### src/rtl/bclk_div_pkg.sv
package bclk_div_pkg;

    // Phase states of the bit-clock sequencer
    typedef enum logic [1:0] {
        ST_HIGH   = 2'd0,
        ST_LOW    = 2'd1,
        ST_BYPASS = 2'd2
    } bclk_phase_e;

endpackage

### src/rtl/bclk_cfg_reg.sv
module bclk_cfg_reg #(
    parameter int DIV_W     = 8,
    parameter int RESET_DIV = 1
) (
    input  logic             clk_i,
    input  logic             rst_n_i,
    input  logic             wr_i,
    input  logic [DIV_W-1:0] wdata_i,
    output logic [DIV_W-1:0] div_o
);

    logic [DIV_W-1:0] div_q;

    always_ff @(posedge clk_i) begin
        if (!rst_n_i) begin
            div_q <= DIV_W'(RESET_DIV);
        end else if (wr_i) begin
            div_q <= wdata_i;
        end
    end

    assign div_o = div_q;


    cfg_hold_chk: assert property (@(posedge clk_i) disable iff (!rst_n_i)
        !wr_i |=> $stable(div_q));

endmodule

### src/rtl/bclk_phase_fsm.sv
module bclk_phase_fsm
    import bclk_div_pkg::*;
#(
    parameter int DIV_W     = 8,
    parameter int RESET_DIV = 1
) (
    input  logic             clk_i,
    input  logic             rst_n_i,
    input  logic [DIV_W-1:0] div_i,
    output logic             level_o,
    output logic             start_o,
    output logic             bypass_o
);

    localparam logic [DIV_W-1:0] CNT_ZERO = '0;

    // High phase gets the larger half of an odd ratio
    function automatic logic [DIV_W-1:0] high_len(input logic [DIV_W-1:0] d);
        return (d >> 1) + DIV_W'(1);
    endfunction

    function automatic logic [DIV_W-1:0] low_len(input logic [DIV_W-1:0] d);
        return d - (d >> 1);
    endfunction

    bclk_phase_e      state_q, state_d;
    logic [DIV_W-1:0] cnt_q, cnt_d;
    logic [DIV_W-1:0] act_q, act_d;
    logic             period_start;
    logic             level_q, start_q;

    // Next-state logic
    always_comb begin
        state_d      = state_q;
        cnt_d        = cnt_q;
        act_d        = act_q;
        period_start = 1'b0;
        unique case (state_q)
            ST_HIGH: begin
                if (cnt_q == CNT_ZERO) begin
                    state_d = ST_LOW;
                    cnt_d   = low_len(act_q) - DIV_W'(1);
                end else begin
                    cnt_d = cnt_q - DIV_W'(1);
                end
            end
            ST_LOW: begin
                if (cnt_q == CNT_ZERO) begin
                    period_start = 1'b1;
                end else begin
                    cnt_d = cnt_q - DIV_W'(1);
                end
            end
            ST_BYPASS: period_start = 1'b1;
            default:   period_start = 1'b1;
        endcase
        if (period_start) begin
            act_d = div_i;
            if (div_i == CNT_ZERO) begin
                state_d = ST_BYPASS;
                cnt_d   = CNT_ZERO;
            end else begin
                state_d = ST_HIGH;
                cnt_d   = high_len(div_i) - DIV_W'(1);
            end
        end
    end

    // State register
    always_ff @(posedge clk_i) begin
        if (!rst_n_i) begin
            state_q <= ST_LOW;
            cnt_q   <= CNT_ZERO;
            act_q   <= DIV_W'(RESET_DIV);
        end else begin
            state_q <= state_d;
            cnt_q   <= cnt_d;
            act_q   <= act_d;
        end
    end

    // Output register
    always_ff @(posedge clk_i) begin
        if (!rst_n_i) begin
            level_q <= 1'b0;
            start_q <= 1'b0;
        end else begin
            level_q <= (state_d == ST_HIGH);
            start_q <= period_start;
        end
    end

    assign level_o  = level_q;
    assign start_o  = start_q;
    assign bypass_o = (state_q == ST_BYPASS);


    rst_quiet_chk: assert property (@(posedge clk_i)
        !rst_n_i |=> (!level_q && !start_q));


    start_after_low_chk: assert property (@(posedge clk_i) disable iff (!rst_n_i)
        (state_q == ST_LOW && cnt_q == CNT_ZERO) |=> start_q);


    rise_has_start_chk: assert property (@(posedge clk_i) disable iff (!rst_n_i)
        $rose(level_q) |-> start_q);


    start_is_high_chk: assert property (@(posedge clk_i) disable iff (!rst_n_i)
        (start_q && state_q != ST_BYPASS) |-> level_q);


    period_value_hold_chk: assert property (@(posedge clk_i) disable iff (!rst_n_i)
        (state_q == ST_HIGH || (state_q == ST_LOW && cnt_q != CNT_ZERO))
        |=> $stable(act_q));


    high_bound_chk: assert property (@(posedge clk_i) disable iff (!rst_n_i)
        (state_q == ST_HIGH) |-> (cnt_q < high_len(act_q)));

endmodule

### src/rtl/bclk_out_mux.sv
module bclk_out_mux (
    input  logic clk_i,
    input  logic bypass_i,
    input  logic level_i,
    output logic bclk_o
);

    always_comb begin
        bclk_o = bypass_i ? clk_i : level_i;
    end

endmodule

### src/rtl/bclk_divider.sv
module bclk_divider #(
    parameter int DIV_W     = 8,
    parameter int RESET_DIV = 1
) (
    input  logic             clk_i,
    input  logic             rst_n_i,
    input  logic             div_wr_i,
    input  logic [DIV_W-1:0] div_wdata_i,
    output logic             bclk_o,
    output logic             bclk_start_o
);

    logic [DIV_W-1:0] div_val;
    logic             level;
    logic             bypass;

    bclk_cfg_reg #(
        .DIV_W     (DIV_W),
        .RESET_DIV (RESET_DIV)
    ) i_cfg (
        .clk_i   (clk_i),
        .rst_n_i (rst_n_i),
        .wr_i    (div_wr_i),
        .wdata_i (div_wdata_i),
        .div_o   (div_val)
    );

    bclk_phase_fsm #(
        .DIV_W     (DIV_W),
        .RESET_DIV (RESET_DIV)
    ) i_fsm (
        .clk_i    (clk_i),
        .rst_n_i  (rst_n_i),
        .div_i    (div_val),
        .level_o  (level),
        .start_o  (bclk_start_o),
        .bypass_o (bypass)
    );

    bclk_out_mux i_mux (
        .clk_i    (clk_i),
        .bypass_i (bypass),
        .level_i  (level),
        .bclk_o   (bclk_o)
    );

endmodule

### config.mk
export PLATFORM = sky130hd
export DESIGN_NAME = bclk_divider
export DESIGN_NICKNAME = d
export VERILOG_FILES = /design/src/rtl/bclk_div_pkg.sv /design/src/rtl/bclk_cfg_reg.sv /design/src/rtl/bclk_phase_fsm.sv /design/src/rtl/bclk_out_mux.sv /design/src/rtl/bclk_divider.sv
export SDC_FILE = /design/constraint.sdc
export NUM_CORES = 1
export LEC_CHECK = 0
export BUFFER_PORTS_ARGS = -buffer_cell sky130_fd_sc_hd__buf_2
export CAP_MARGIN = 20
export CORE_UTILIZATION = 52
export CTS_BUF_LIST = sky130_fd_sc_hd__clkbuf_4 sky130_fd_sc_hd__clkbuf_8 sky130_fd_sc_hd__clkbuf_16
export CTS_CLUSTER_DIAMETER = 60
export DETAILED_ROUTE_END_ITERATION = 6
export GPL_TIMING_DRIVEN = 0
export PLACE_DENSITY = 0.72
export SLEW_MARGIN = 20
export SYNTH_ARGS = -nofsm -noshare
export SYNTH_HDL_FRONTEND = slang
export SYNTH_HIERARCHICAL = 1
export SYNTH_SLANG_ARGS = --single-unit
### constraint.sdc
create_clock -name clk_i -period 1.9 [get_ports clk_i]
set_input_delay 0 -clock clk_i [delete_from_list [all_inputs] [get_ports clk_i]]
set_output_delay 0 -clock clk_i [all_outputs]
set_load 0.01 [all_outputs]
======== After elaboration in Yosys (flattened, before gate mapping) ========
Index checks and enable logic that the tools add are counted.
W data, S select, Z words.
word-level totals
  ROM bits ................................ 0
  memories ................................ 0
  input bits .............................. 11
  register bits ........................... 28
  output and inout bits ................... 2
  latch bits .............................. 0
  word-level logic and storage cells ...... 32
  RAM bits ................................ 0
cells by class
  mux-type cells .......................... 12
  $lt $le $gt $ge ......................... 0
  div/mod/pow operators ................... 0
  add/sub/neg operators ................... 5
  reductions and logical operators ........ 6
  $mul .................................... 0
  shift operators ......................... 0
  bitwise operators ....................... 0
  equality and inequality tests ........... 3
operator list
  cell                   number
  $mux W8                4
  $sub A8 B1 Y8 const B  3
  $logic_not A8 Y1       2
  $pmux W8 S2            1
  $add A7 B1 Y8 const B  1
  $mux W2                4
  $sub A8 B7 Y8          1
  $logic_not A2 Y1       2
  $ne A3 B2 Y1 const B   1
  $reduce_bool A3 Y1     1
  $eq A2 B1 Y1 const B   1
  $eq A2 B2 Y1 const B   1
  $mux W1                2
  $pmux W1 S2            1
  $reduce_and A2 Y1      1

======== Depth between registers and ports, before layout ========
  depth in word-level cells ............... 5
  depth in mapped cells ................... 8
  mapped depth without buffers ............ 8

======== Cells and area by module ========
Netlist, hierarchy kept.
by module, submodules not included
  module          seq. area each (um2)  cells each  area an instance (um2)  instances
  bclk_phase_fsm  400.4                 132         1183.6                  1
  bclk_cfg_reg    160.2                 25          299.0                   1
  bclk_out_mux    0.0                   1           15.0                    1

==> flow_summary.json <==
{
  "status": "finished with violations",
  "violations": "setup timing",
  "fin_cells": 238,
  "cp_max_fo": 3,
  "syn_inst": 158,
  "grt_overflow": 0,
  "power.density_nw_per_um2": 1343,
  "setup_violations": 1,
  "r2r-start": "i_fsm/act_q[1]",
  "place.gp.congestion": 0.8207,
  "route.met3.wl_um": 187,
  "min_period_over_period": 1.013,
  "crit_path_start_kind": "register",
  "ant_nets": 0,
  "grt_max_degree": 15,
  "nNetsFinal": 228,
  "clock_latency_ns": 0.45,
  "tritoncts": "built",
  "dp.cells": 200,
  "crit_required_ns": 2.26,
  "dr.pass1.iters": 4,
  "max-vdd-ir-drop_mv": 0.9940,
  "r2r_cells": 7,
  "met2WireLength_um": 1992,
  "hold_class": "primary input to register",
  "p_leak_uw": 0.0008834,
  "synth_edf_count": 0,
  "yosysTopAreaCell": "dfxtp_1",
  "drv_cap": 0,
  "placeableCoreArea_um2": 2734,
  "cp-end-kind": "register",
  "worst_pin_slew_ns": 0.4011,
  "netlist.area_leader.share": 0.3743,
  "drv_slew": 0,
  "holdCritStartpoint": "rst_n_i",
  "finalHoldViolCount": 0,
  "port_buffers": 11,
  "finalSetupTns_ns": -0.02478,
  "finalClockSkew_ns": 0.007248,
  "ys_seq_elements": 28,
  "via_count": 1363,
  "rrSetupSlack_ns": -0.02,
  "io_pins": 13,
  "grt_use_total": 0.2758,
  "fmax_mhz": 519.5,
  "drcViolationCount": 0,
  "core.rowCount": 19,
  "yosys.cell_types.count": 41,
  "synth-seq-area-share": 0.3743,
  "max-slew-margin-rel": 0.7310,
  "grt_pass1_vias": 1379,
  "synth_flop_cell": "dfxtp_1",
  "ys_warn_count": 6,
  "hold_end": "i_fsm/state_q[0]",
  "layout-drive-gt1-share": 0.2427,
  "grt_setup_unrepaired": "true",
  "drtIter0Drc": 63,
  "fp.dieArea_um2": 3099,
  "clk_pin_slew_worst_paths_ns": 0.15,
  "avgSynthCellArea_um2": 9.479,
  "r2r_end": "i_fsm/cnt_q[6]",
  "netlist_area_um2": 1498,
  "via_per_inst": 5.727,
  "grt_pass1_wl_um": 6382,
  "worst_slack_ns": -0.02478,
  "routed_wl_um": 3921,
  "initial_core_util": 0.5478,
  "wl_per_cell_um": 16.47,
  "wl_met1_um": 1656,
  "synthTopCellsByArea": "dfxtp_1, ha_1, mux2i_1, xnor2_1, a22o_1",
  "post-route-min-period_ns": 1.925,
  "syn2layout_area_growth_pct": 34.67,
  "async_flop_share": 0,
  "die-width_um": 55.67,
  "antenna_found_initial": 1,
  "critPathKind": "register to register",
  "top_layer": "met4",
  "die_h_um": 55.67,
  "post-dp-hpwl_um": 2266,
  "arrival_ns": 2.28,
  "holdPathStages": 3,
  "synth_nets": 178,
  "totalPowerFinal_uw": 2708
}
repair_timing:
| item | 4_1_cts | 5_1_grt |
|---|---|---|
| endpoints found under the setup margin | 15 | 17 |
| setup buffers | 3 | 4 |
| endpoints found under the hold margin | 10 | 0 |
| pin swaps | 10 | 11 |
| hold buffers | 24 | 0 |
| resized for setup | 9 | 10 |
worst max-delay path by stage:
stage | from | endpoint | slack [ns] | depth (start not counted)
CTS | i_fsm/act_q[1] | i_fsm/cnt_q[6] | -0.12 | 8
floorplan | i_fsm/act_q[1] | i_fsm/cnt_q[6] | 0.02 | 8
detailed placement | i_fsm/act_q[1] | i_fsm/cnt_q[6] | -0.21 | 8
global route | i_fsm/act_q[1] | i_fsm/cnt_q[6] | -0.11 | 8
global placement | i_fsm/act_q[1] | i_fsm/cnt_q[6] | -0.14 | 8
finish | i_fsm/act_q[1] | i_fsm/cnt_q[6] | -0.02 | 7
cell families after synthesis:
logic type,share of synthesized area
buffers and inverters,0.06098
XOR/XNOR,0.06433
adder cells (fa/ha/maj),0.08020
AND/OR/NAND/NOR,0.1596
flip-flops,0.3743
AO/OA/AOI/OAI,0.1905
multiplexers,0.07017
cell usage after synthesis (2+ instances only):
master,instances
dfxtp_1,28
inv_1,15
nand2_1,13
mux2i_1,9
ha_1,8
nor2b_1,8
xnor2_1,8
a22o_1,7
nor2_1,7
a21oi_1,5
o21ai_1,5
nor3_1,4
xor2_1,3
a211oi_1,2
a2bb2oi_1,2
a31oi_1,2
a32o_1,2
buf_6,2
nand2b_1,2
nor4_1,2
o211ai_1,2
o21ai_0,2
or3_1,2
critical path, stage by stage, from the launching register on:
cell,delay (ns)
dfxtp_4,0.37
buf_4,0.15
fa_2,0.40
a211oi_2,0.23
o21bai_1,0.12
a21oi_2,0.18
xnor2_2,0.09
a221o_1,0.30
layer usage:
metal,vias up,track usage
li1,654,-
met1,664,0.3235
met2,38,0.4406
met3,7,0.07907
met4,0,0.1750
met5,-,0
cell type report:
cell class | instances | area, um^2
Sequential cell | 28 | 568.0
Clock buffer | 7 | 50.05
Tap cell | 31 | 38.79
Multi-Input combinational cell | 111 | 923.4
Antenna cell | 1 | 2.502
Fill cell | 181 | 716.9
Inverter | 15 | 56.30
Timing Repair Buffer | 41 | 342.8
Buffer | 4 | 35.03
power breakdown:
group | switching (uW) | internal [uW] | leakage, uW
clock | 205 | 160 | 0.0000392
combinational | 751 | 767 | 0.000613
sequential | 111 | 715 | 0.000231
placed cells by master, fill, tap and decap left out, drive strengths merged, types with 2 or more instances in the layout:
cell type	netlist	layout
mux2i	9	9
a22o	7	7
o211ai	2	2
inv	15	15
xnor2	8	8
nand2	13	13
buf	4	22
nor2	8	8
a32o	2	2
a2bb2oi	2	2
nand2b	2	2
a21oi	6	6
ha	8	8
a211oi	2	2
o21ai	7	7
o21a	2	2
nor2b	8	8
dlygate4sd3	0	24
or3	2	2
nor4	2	2
dfxtp	28	28
xor2	3	3
clkbuf	0	6
a31oi	2	2
nor3	4	4
state kept, by name, indices dropped and copies added (netlist names):
register,cells
i_fsm/start_o,1
i_fsm/act_q,8
i_fsm/state_q,2
i_cfg/div_o,8
i_fsm/cnt_q,8
i_fsm/level_o,1
metrics by stage:
stage / setup WS (ns) / cell area (um^2) / utilization / hold WS [ns]
final: -0.02478 / 2017 / 0.7378 / 0.4246
after global routing: -0.1120 / 2017 / 0.7378 / 0.4387
after CTS: -0.1184 / 1946 / 0.7117 / 0.3702
after detailed placement: -0.2083 / 1600 / 0.5854 / 0.2212
after global placement: -0.1421 / 1600 / 0.5854 / 0.2182
after floorplan: 0.01618 / 1506 / - / 0.06194
Power figures use the tool's default switching activity.
